--- config.mk ---
export PLATFORM = sky130hd
export DESIGN_NAME = sparse_readout_serializer
export DESIGN_NICKNAME = d
export VERILOG_FILES = /design/src/rtl/sro_pkg.sv /design/src/rtl/sro_period_timer.sv /design/src/rtl/sro_scan.sv /design/src/rtl/sro_meta_pipe.sv /design/src/rtl/sro_shifter.sv /design/src/rtl/sparse_readout_serializer.sv
export SDC_FILE = /design/constraint.sdc
export NUM_CORES = 1
export LEC_CHECK = 0
export BUFFER_PORTS_ARGS = -buffer_cell sky130_fd_sc_hd__buf_4
export CAP_MARGIN = 40
export CORE_MARGIN = 3
export CORE_UTILIZATION = 38
export CTS_BUF_LIST = sky130_fd_sc_hd__clkbuf_2 sky130_fd_sc_hd__clkbuf_4 sky130_fd_sc_hd__clkbuf_8
export DETAILED_ROUTE_END_ITERATION = 8
export GPL_TIMING_DRIVEN = 1
export PLACE_DENSITY = 0.56
export SLEW_MARGIN = 20
export SYNTH_ARGS = -nofsm -noshare
export SYNTH_HDL_FRONTEND = slang
export SYNTH_SLANG_ARGS = --single-unit
--- constraint.sdc ---
create_clock -name clk -period 8.2 [get_ports clk]
set_clock_uncertainty 0.1 [all_clocks]
set_input_delay 0.82 -clock clk [delete_from_list [all_inputs] [get_ports clk]]
set_output_delay 0.82 -clock clk [all_outputs]
set_load 0.005 [all_outputs]
--- src/rtl/sro_pkg.sv ---
package sro_pkg;

    localparam int unsigned CH_W   = 7;
    localparam int unsigned RISE_W = 6;
    localparam int unsigned TS_W   = 8;
    localparam int unsigned ADC_W  = 12;
    localparam int unsigned WORD_W = 1 + CH_W + RISE_W + TS_W + ADC_W;

    // Metadata captured for a channel when the scan picks it.
    typedef struct packed {
        logic              go;
        logic              hit;
        logic [CH_W-1:0]   ch;
        logic [RISE_W-1:0] rise;
        logic [TS_W-1:0]   ts;
    } meta_t;

    // Field order of the serial word, MSB first.
    function automatic logic [WORD_W-1:0] pack_word(input meta_t m, input logic [ADC_W-1:0] adc);
        return {m.hit, m.ch, m.rise, m.ts, adc};
    endfunction

endpackage

--- src/rtl/sro_period_timer.sv ---
module sro_period_timer #(
    parameter int unsigned PERIOD = 34
) (
    input  logic clk,
    input  logic rst_n,
    output logic tick
);
    localparam int unsigned CW = (PERIOD > 1) ? $clog2(PERIOD) : 1;

    typedef struct packed {
        logic [CW-1:0] cnt;
    } tmr_t;

    tmr_t st_d, st_q;

    always_comb begin
        st_d = st_q;
        if (st_q.cnt == CW'(PERIOD - 1)) begin
            st_d.cnt = '0;
        end else begin
            st_d.cnt = st_q.cnt + 1'b1;
        end
    end

    always_ff @(posedge clk or negedge rst_n) begin
        if (!rst_n) begin
            st_q <= '0;
        end else begin
            st_q <= st_d;
        end
    end

    assign tick = (st_q.cnt == CW'(PERIOD - 1));

endmodule

--- src/rtl/sro_scan.sv ---
module sro_scan
    import sro_pkg::*;
#(
    parameter int unsigned NUM_CH = 100
) (
    input  logic              clk,
    input  logic              rst_n,
    input  logic              tick,
    input  logic [NUM_CH-1:0] req_in,
    input  logic [NUM_CH-1:0] hit_in,
    input  logic [RISE_W-1:0] rise_in,
    input  logic [TS_W-1:0]   ts_in,
    output logic [CH_W-1:0]   pick_ch,
    output meta_t             sel_o
);
    typedef struct packed {
        logic [NUM_CH-1:0] pending;
        logic [NUM_CH-1:0] hit_mask;
        meta_t             sel;
    } scan_t;

    scan_t st_d, st_q;

    logic [CH_W-1:0] pick;
    logic            any;

    // Lowest pending channel wins.
    always_comb begin
        pick = '0;
        for (int i = NUM_CH - 1; i >= 0; i--) begin
            if (st_q.pending[i]) begin
                pick = CH_W'(i);
            end
        end
        any = |st_q.pending;
    end

    always_comb begin
        st_d = st_q;
        if (tick) begin
            if (!any) begin
                // Frame exhausted: load the next one, no pick this period.
                st_d.pending  = req_in;
                st_d.hit_mask = hit_in;
                st_d.sel      = '0;
            end else begin
                st_d.pending[pick] = 1'b0;
                st_d.sel.go        = 1'b1;
                st_d.sel.hit       = st_q.hit_mask[pick];
                st_d.sel.ch        = pick;
                st_d.sel.rise      = rise_in;
                st_d.sel.ts        = ts_in;
            end
        end
    end

    always_ff @(posedge clk or negedge rst_n) begin
        if (!rst_n) begin
            st_q <= '0;
        end else begin
            st_q <= st_d;
        end
    end

    assign pick_ch = pick;
    assign sel_o   = st_q.sel;

endmodule

--- src/rtl/sro_meta_pipe.sv ---
module sro_meta_pipe
    import sro_pkg::*;
#(
    parameter int unsigned DEPTH = 2
) (
    input  logic  clk,
    input  logic  rst_n,
    input  logic  tick,
    input  meta_t in_m,
    output meta_t out_m
);
    // Stage 0 is the pick register in the scan; this adds DEPTH-1 more.
    generate
        if (DEPTH <= 1) begin : g_direct
            assign out_m = in_m;
        end else begin : g_chain
            localparam int unsigned NREG = DEPTH - 1;

            typedef struct packed {
                meta_t [NREG-1:0] stg;
            } pipe_t;

            pipe_t st_d, st_q;

            always_comb begin
                st_d = st_q;
                if (tick) begin
                    st_d.stg[0] = in_m;
                    for (int i = 1; i < int'(NREG); i++) begin
                        st_d.stg[i] = st_q.stg[i-1];
                    end
                end
            end

            always_ff @(posedge clk or negedge rst_n) begin
                if (!rst_n) begin
                    st_q <= '0;
                end else begin
                    st_q <= st_d;
                end
            end

            assign out_m = st_q.stg[NREG-1];
        end
    endgenerate

endmodule

--- src/rtl/sro_shifter.sv ---
module sro_shifter
    import sro_pkg::*;
(
    input  logic             clk,
    input  logic             rst_n,
    input  logic             tick,
    input  meta_t            m,
    input  logic [ADC_W-1:0] adc,
    output logic             dout,
    output logic             dout_valid
);
    localparam int unsigned PW = $clog2(WORD_W);

    typedef struct packed {
        logic [WORD_W-1:0] sr;
        logic              vld;
        logic [PW-1:0]     pos;
    } shf_t;

    shf_t st_d, st_q;

    always_comb begin
        st_d = st_q;
        if (tick) begin
            st_d.sr  = m.go ? pack_word(m, adc) : '0;
            st_d.vld = m.go;
            st_d.pos = '0;
        end else if (st_q.vld) begin
            st_d.sr  = {st_q.sr[WORD_W-2:0], 1'b0};
            st_d.pos = st_q.pos + 1'b1;
            if (st_q.pos == PW'(WORD_W - 1)) begin
                st_d.vld = 1'b0;
                st_d.sr  = '0;
            end
        end
    end

    always_ff @(posedge clk or negedge rst_n) begin
        if (!rst_n) begin
            st_q <= '0;
        end else begin
            st_q <= st_d;
        end
    end

    assign dout       = st_q.sr[WORD_W-1];
    assign dout_valid = st_q.vld;

endmodule

--- src/rtl/sparse_readout_serializer.sv ---
module sparse_readout_serializer
    import sro_pkg::*;
#(
    parameter int unsigned NUM_CH  = 100,
    parameter int unsigned PERIOD  = 34,
    parameter int unsigned ADC_LAT = 2
) (
    input  logic              clk,
    input  logic              rst_n,
    input  logic [NUM_CH-1:0] req_in,
    input  logic [NUM_CH-1:0] hit_in,
    output logic [CH_W-1:0]   pick_ch,
    input  logic [RISE_W-1:0] rise_in,
    input  logic [TS_W-1:0]   ts_in,
    output logic [CH_W-1:0]   conv_ch,
    output logic              conv_go,
    input  logic [ADC_W-1:0]  adc_in,
    output logic              dout,
    output logic              dout_valid
);
    logic  tick;
    meta_t sel;
    meta_t aligned;

    sro_period_timer #(.PERIOD(PERIOD)) u_tmr (
        .clk   (clk),
        .rst_n (rst_n),
        .tick  (tick)
    );

    sro_scan #(.NUM_CH(NUM_CH)) u_scan (
        .clk     (clk),
        .rst_n   (rst_n),
        .tick    (tick),
        .req_in  (req_in),
        .hit_in  (hit_in),
        .rise_in (rise_in),
        .ts_in   (ts_in),
        .pick_ch (pick_ch),
        .sel_o   (sel)
    );

    sro_meta_pipe #(.DEPTH(ADC_LAT)) u_pipe (
        .clk   (clk),
        .rst_n (rst_n),
        .tick  (tick),
        .in_m  (sel),
        .out_m (aligned)
    );

    sro_shifter u_shf (
        .clk        (clk),
        .rst_n      (rst_n),
        .tick       (tick),
        .m          (aligned),
        .adc        (adc_in),
        .dout       (dout),
        .dout_valid (dout_valid)
    );

    assign conv_ch = sel.ch;
    assign conv_go = sel.go;

endmodule

==> run_results.csv <==
group,metric,value,unit
run_status,outcome,"finished clean",
clock_tree,ctsResizeCount,0,
critical_path,crit_chain,"nor4_1 > nand2_1 > or3_1 > or3_1 > nor2_4 > buf_4 > o21ai_0 > a22o_1",
placed_design,placed_cells,2393,
sta,maxSlewHeadroom,0.321,
routing,drc,0,
yosys,ys_seq_area_frac,0.501,
floorplan,die_w,202,um
yosys,synth.net_count,1957,
critical_path,crit_fanout,73,
sta,worst_pin_slew,1.02,ns
sta,fin_hold_ws,0.140,ns
floorplan,dieArea,40900,um2
sta,rsz0062_at_grt,"false",
critical_path,crit_slowest_cell,"nor4_1",
clock_tree,cts.path.max_buffers,3,
global_route,grt_max_degree,175,
routing,drt_iter0_drc,1155,
clock_tree,cts_root_buffer,"clkbuf_8",
critical_path,crit_path_max_incr_delay,0.71,ns
power,p_leak,8.08,nW
yosys,yosysTopAreaCell,"dfrtp_1",
cells_and_area,antenna_cells,0,
global_route,grt_use_total,0.237,
yosys,postSynth.asyncResetShare,1.00,
yosys,synth_edf_count,0,
global_route,grt_pass1_wl,76200,um
placed_design,dpl_cell_area,16900,um2
critical_path,crit_type,"register to register",
clock_tree,numCtsBuffers,53,
clock_tree,cts_tree,"built",
power,powerDensity,172,nW/um2
yosys,synth_area_leaders,"dfrtp_1 50%, nand2_1 14%, o21ai_0 4.6%, nor2_1 3.4%, a22o_1 3.1%",
clock_tree,htreeDepth,2,
routing,dr.pass1.iters,6,
global_route,overflow,0,
sta,fin_crit_sh,0.565,
critical_path,critPathArrivalTime,5.08,ns
clock_tree,clk_pin_slew,0.06,ns
critical_path,path_buf_inv,1,
yosys,synth.top_cell.area_share,0.501,
sta,finalMaxSlewViolations,0,
routing,avgRoutedWirePerCell,19.9,um
sta,period_needed,4.63,ns
yosys,ys_types,82,
sta,hold_viol,0,
clock_tree,hold_buffers,0,
job,drv_cap,0,
placed_design,hpwl,34700,um
worst_hold_path,worstHoldPathType,"primary input to async pin",
critical_path,critPathLaunchType,"register",
power,finalPower,0.00311,W
routing,ant_nets,0,
sta,fmaxAchievable,216,MHz
cells_and_area,design_area,18100,um2
floorplan,die_y,202,um
yosys,synthCells,1725,
routing,drt-total-wl,49600,um
placed_design,io_buffer_count,244,
placed_design,place.gp.congestion,0.927,
floorplan,row_count,71,
cells_and_area,stdcell_count,2494,
global_route,grt_pass1_vias,13500,
critical_path,cp_data_required_time,8.65,ns
clock_tree,clock_latency,0.66,ns
yosys,synth_flop_cell,"dfrtp_1",
clock_tree,postCtsSetupBuffers,0,
global_route,antenna_found_initial,0,
clock_tree,cts.sinks,293,
routing,vias_per_cell,5.41,
floorplan,io-pin-count,245,
cells_and_area,synthToLayoutAreaGrowth,23.7,%
yosys,ys_warn_count,0,
floorplan,start_util,0.387,
yosys,syn_area_per_cell,8.48,um2
critical_path,critical_path.top_delay_family,"simple AND/OR/NAND/NOR gates",
cells_and_area,fin_nets,2171,
yosys,synth-seq-cells,293,
cells_and_area,drive_above_1_share,0.208,
critical_path,crit_top_cell,"or3_1",
power,ir_drop,97.2,uV
floorplan,coreArea,37800,um2
yosys,syn_area,14600,um2
routing,vias,13500,
sta,fin_setup_tns,0,ns
critical_path,rrSetupSlack,3.57,ns
critical_path,crit_path_end_kind,"register",
sta,setup-violations-final,0,
## final timing paths
kind | from | to | cells after the start
setup / recovery | u_scan.st_q[182] | u_scan.st_q[177] | 8
hold / removal | rst_n | u_shf.st_q[8] | 1
setup reg to reg | u_scan.st_q[182] | u_scan.st_q[177] | 8
hold reg to reg | u_scan.sel_o[4] | u_pipe.out_m[4] | 2
max in group asynchronous | rst_n | u_scan.st_q[121] | 2
min in group clk | req_in[69] | u_scan.st_q[192] | 3
## cells by family (layout without fill, tap and decap cells)
group	after synthesis	count (layout)	share of synthesized area
adder cells (fa/ha/maj)	4	4	0.00342
flip-flops	293	293	0.501
AO/OA/AOI/OAI	390	390	0.181
AND/OR/NAND/NOR	835	835	0.242
multiplexers	27	27	0.0191
buffers and inverters	168	426	0.0487
XOR/XNOR	8	8	0.00479
## layout by cell type (no fill, tap or decap), drive strengths merged, types with 5 or more instances in the layout
master,instances
o22ai,11
nand2b,10
or3,5
or4,7
o21bai,6
or2,9
nor3,32
o31ai,5
clkinv,9
a211oi,10
dfrtp,293
mux2,7
a31oi,6
nand3,16
nand2,556
a21oi,75
a222oi,33
nand4,8
clkbuf,88
o21ai,139
buf,265
mux2i,20
nor4,27
a22o,52
nor2,136
inv,63
nor2b,10
o21a,6
## metal layers
| layer | wire length [um] | vias up | global-route usage |
|---|---|---|---|
| met3 | 4050 | 88 | 0.0551 |
| li1 | - | 6367 | - |
| met4 | 1520 | 0 | 0.0901 |
| met2 | 21900 | 561 | 0.355 |
| met5 | 0 | - | 0 |
| met1 | 22100 | 6484 | 0.336 |
## Yosys cell counts, drive strengths merged, types with 5 or more instances
cell type and number:
nand2 556, dfrtp 293, o21ai 139, nor2 136
a21oi 75, clkbuf 67, inv 61, a22o 52
buf 39, a222oi 33, nor3 32, nor4 27
mux2i 20, nand3 16, o22ai 11, a211oi 10
nand2b 10, nor2b 10, or2 9, nand4 8
mux2 7, or4 7, a31oi 6, o21a 6
o21bai 6, o31ai 5, or3 5
## worst reg2reg max path, stage by stage, from the launching register on
cell	delay (ns)
dfrtp_1	0.43
nor4_1	0.71
nand2_1	0.22
or3_1	0.53
or3_1	0.55
nor2_4	0.68
buf_4	0.71
o21ai_0	0.35
a22o_1	0.25
## layout make-up
| type | instances | area, um2 |
|---|---|---|
| Multi-Input combinational cell | 1264 | 6630 |
| Fill cell | 3834 | 19700 |
| Sequential cell | 293 | 7330 |
| Clock inverter | 11 | 101 |
| Timing Repair Buffer | 265 | 2050 |
| Tap cell | 511 | 639 |
| Clock buffer | 88 | 1110 |
| Inverter | 62 | 238 |
## report_power, final
group	leakage, nW	internal, W	switching, W
Combinational	4.25	0.0000714	0.0000545
Clock	0.650	0.000891	0.000644
Sequential	3.18	0.00145	0.00000185
Total	8.08	0.00241	0.000700
## registers in the layout, summed over array words and instances, names as in the netlist
signal,flops
u_tmr.st_q,6
u_pipe.out_m,23
u_scan.st_q,200
u_shf.dout_valid,1
u_scan.sel_o,23
u_shf.dout,1
u_shf.st_q,39
## metrics by stage
stage,worst slack (ns),util
floorplan,4.93,-
global placement,3.57,0.444
detailed placement,3.66,0.446
CTS,3.56,0.478
global route,3.27,0.478
finish,3.57,0.478
Note: power is estimated with default switching activity, not from simulation.
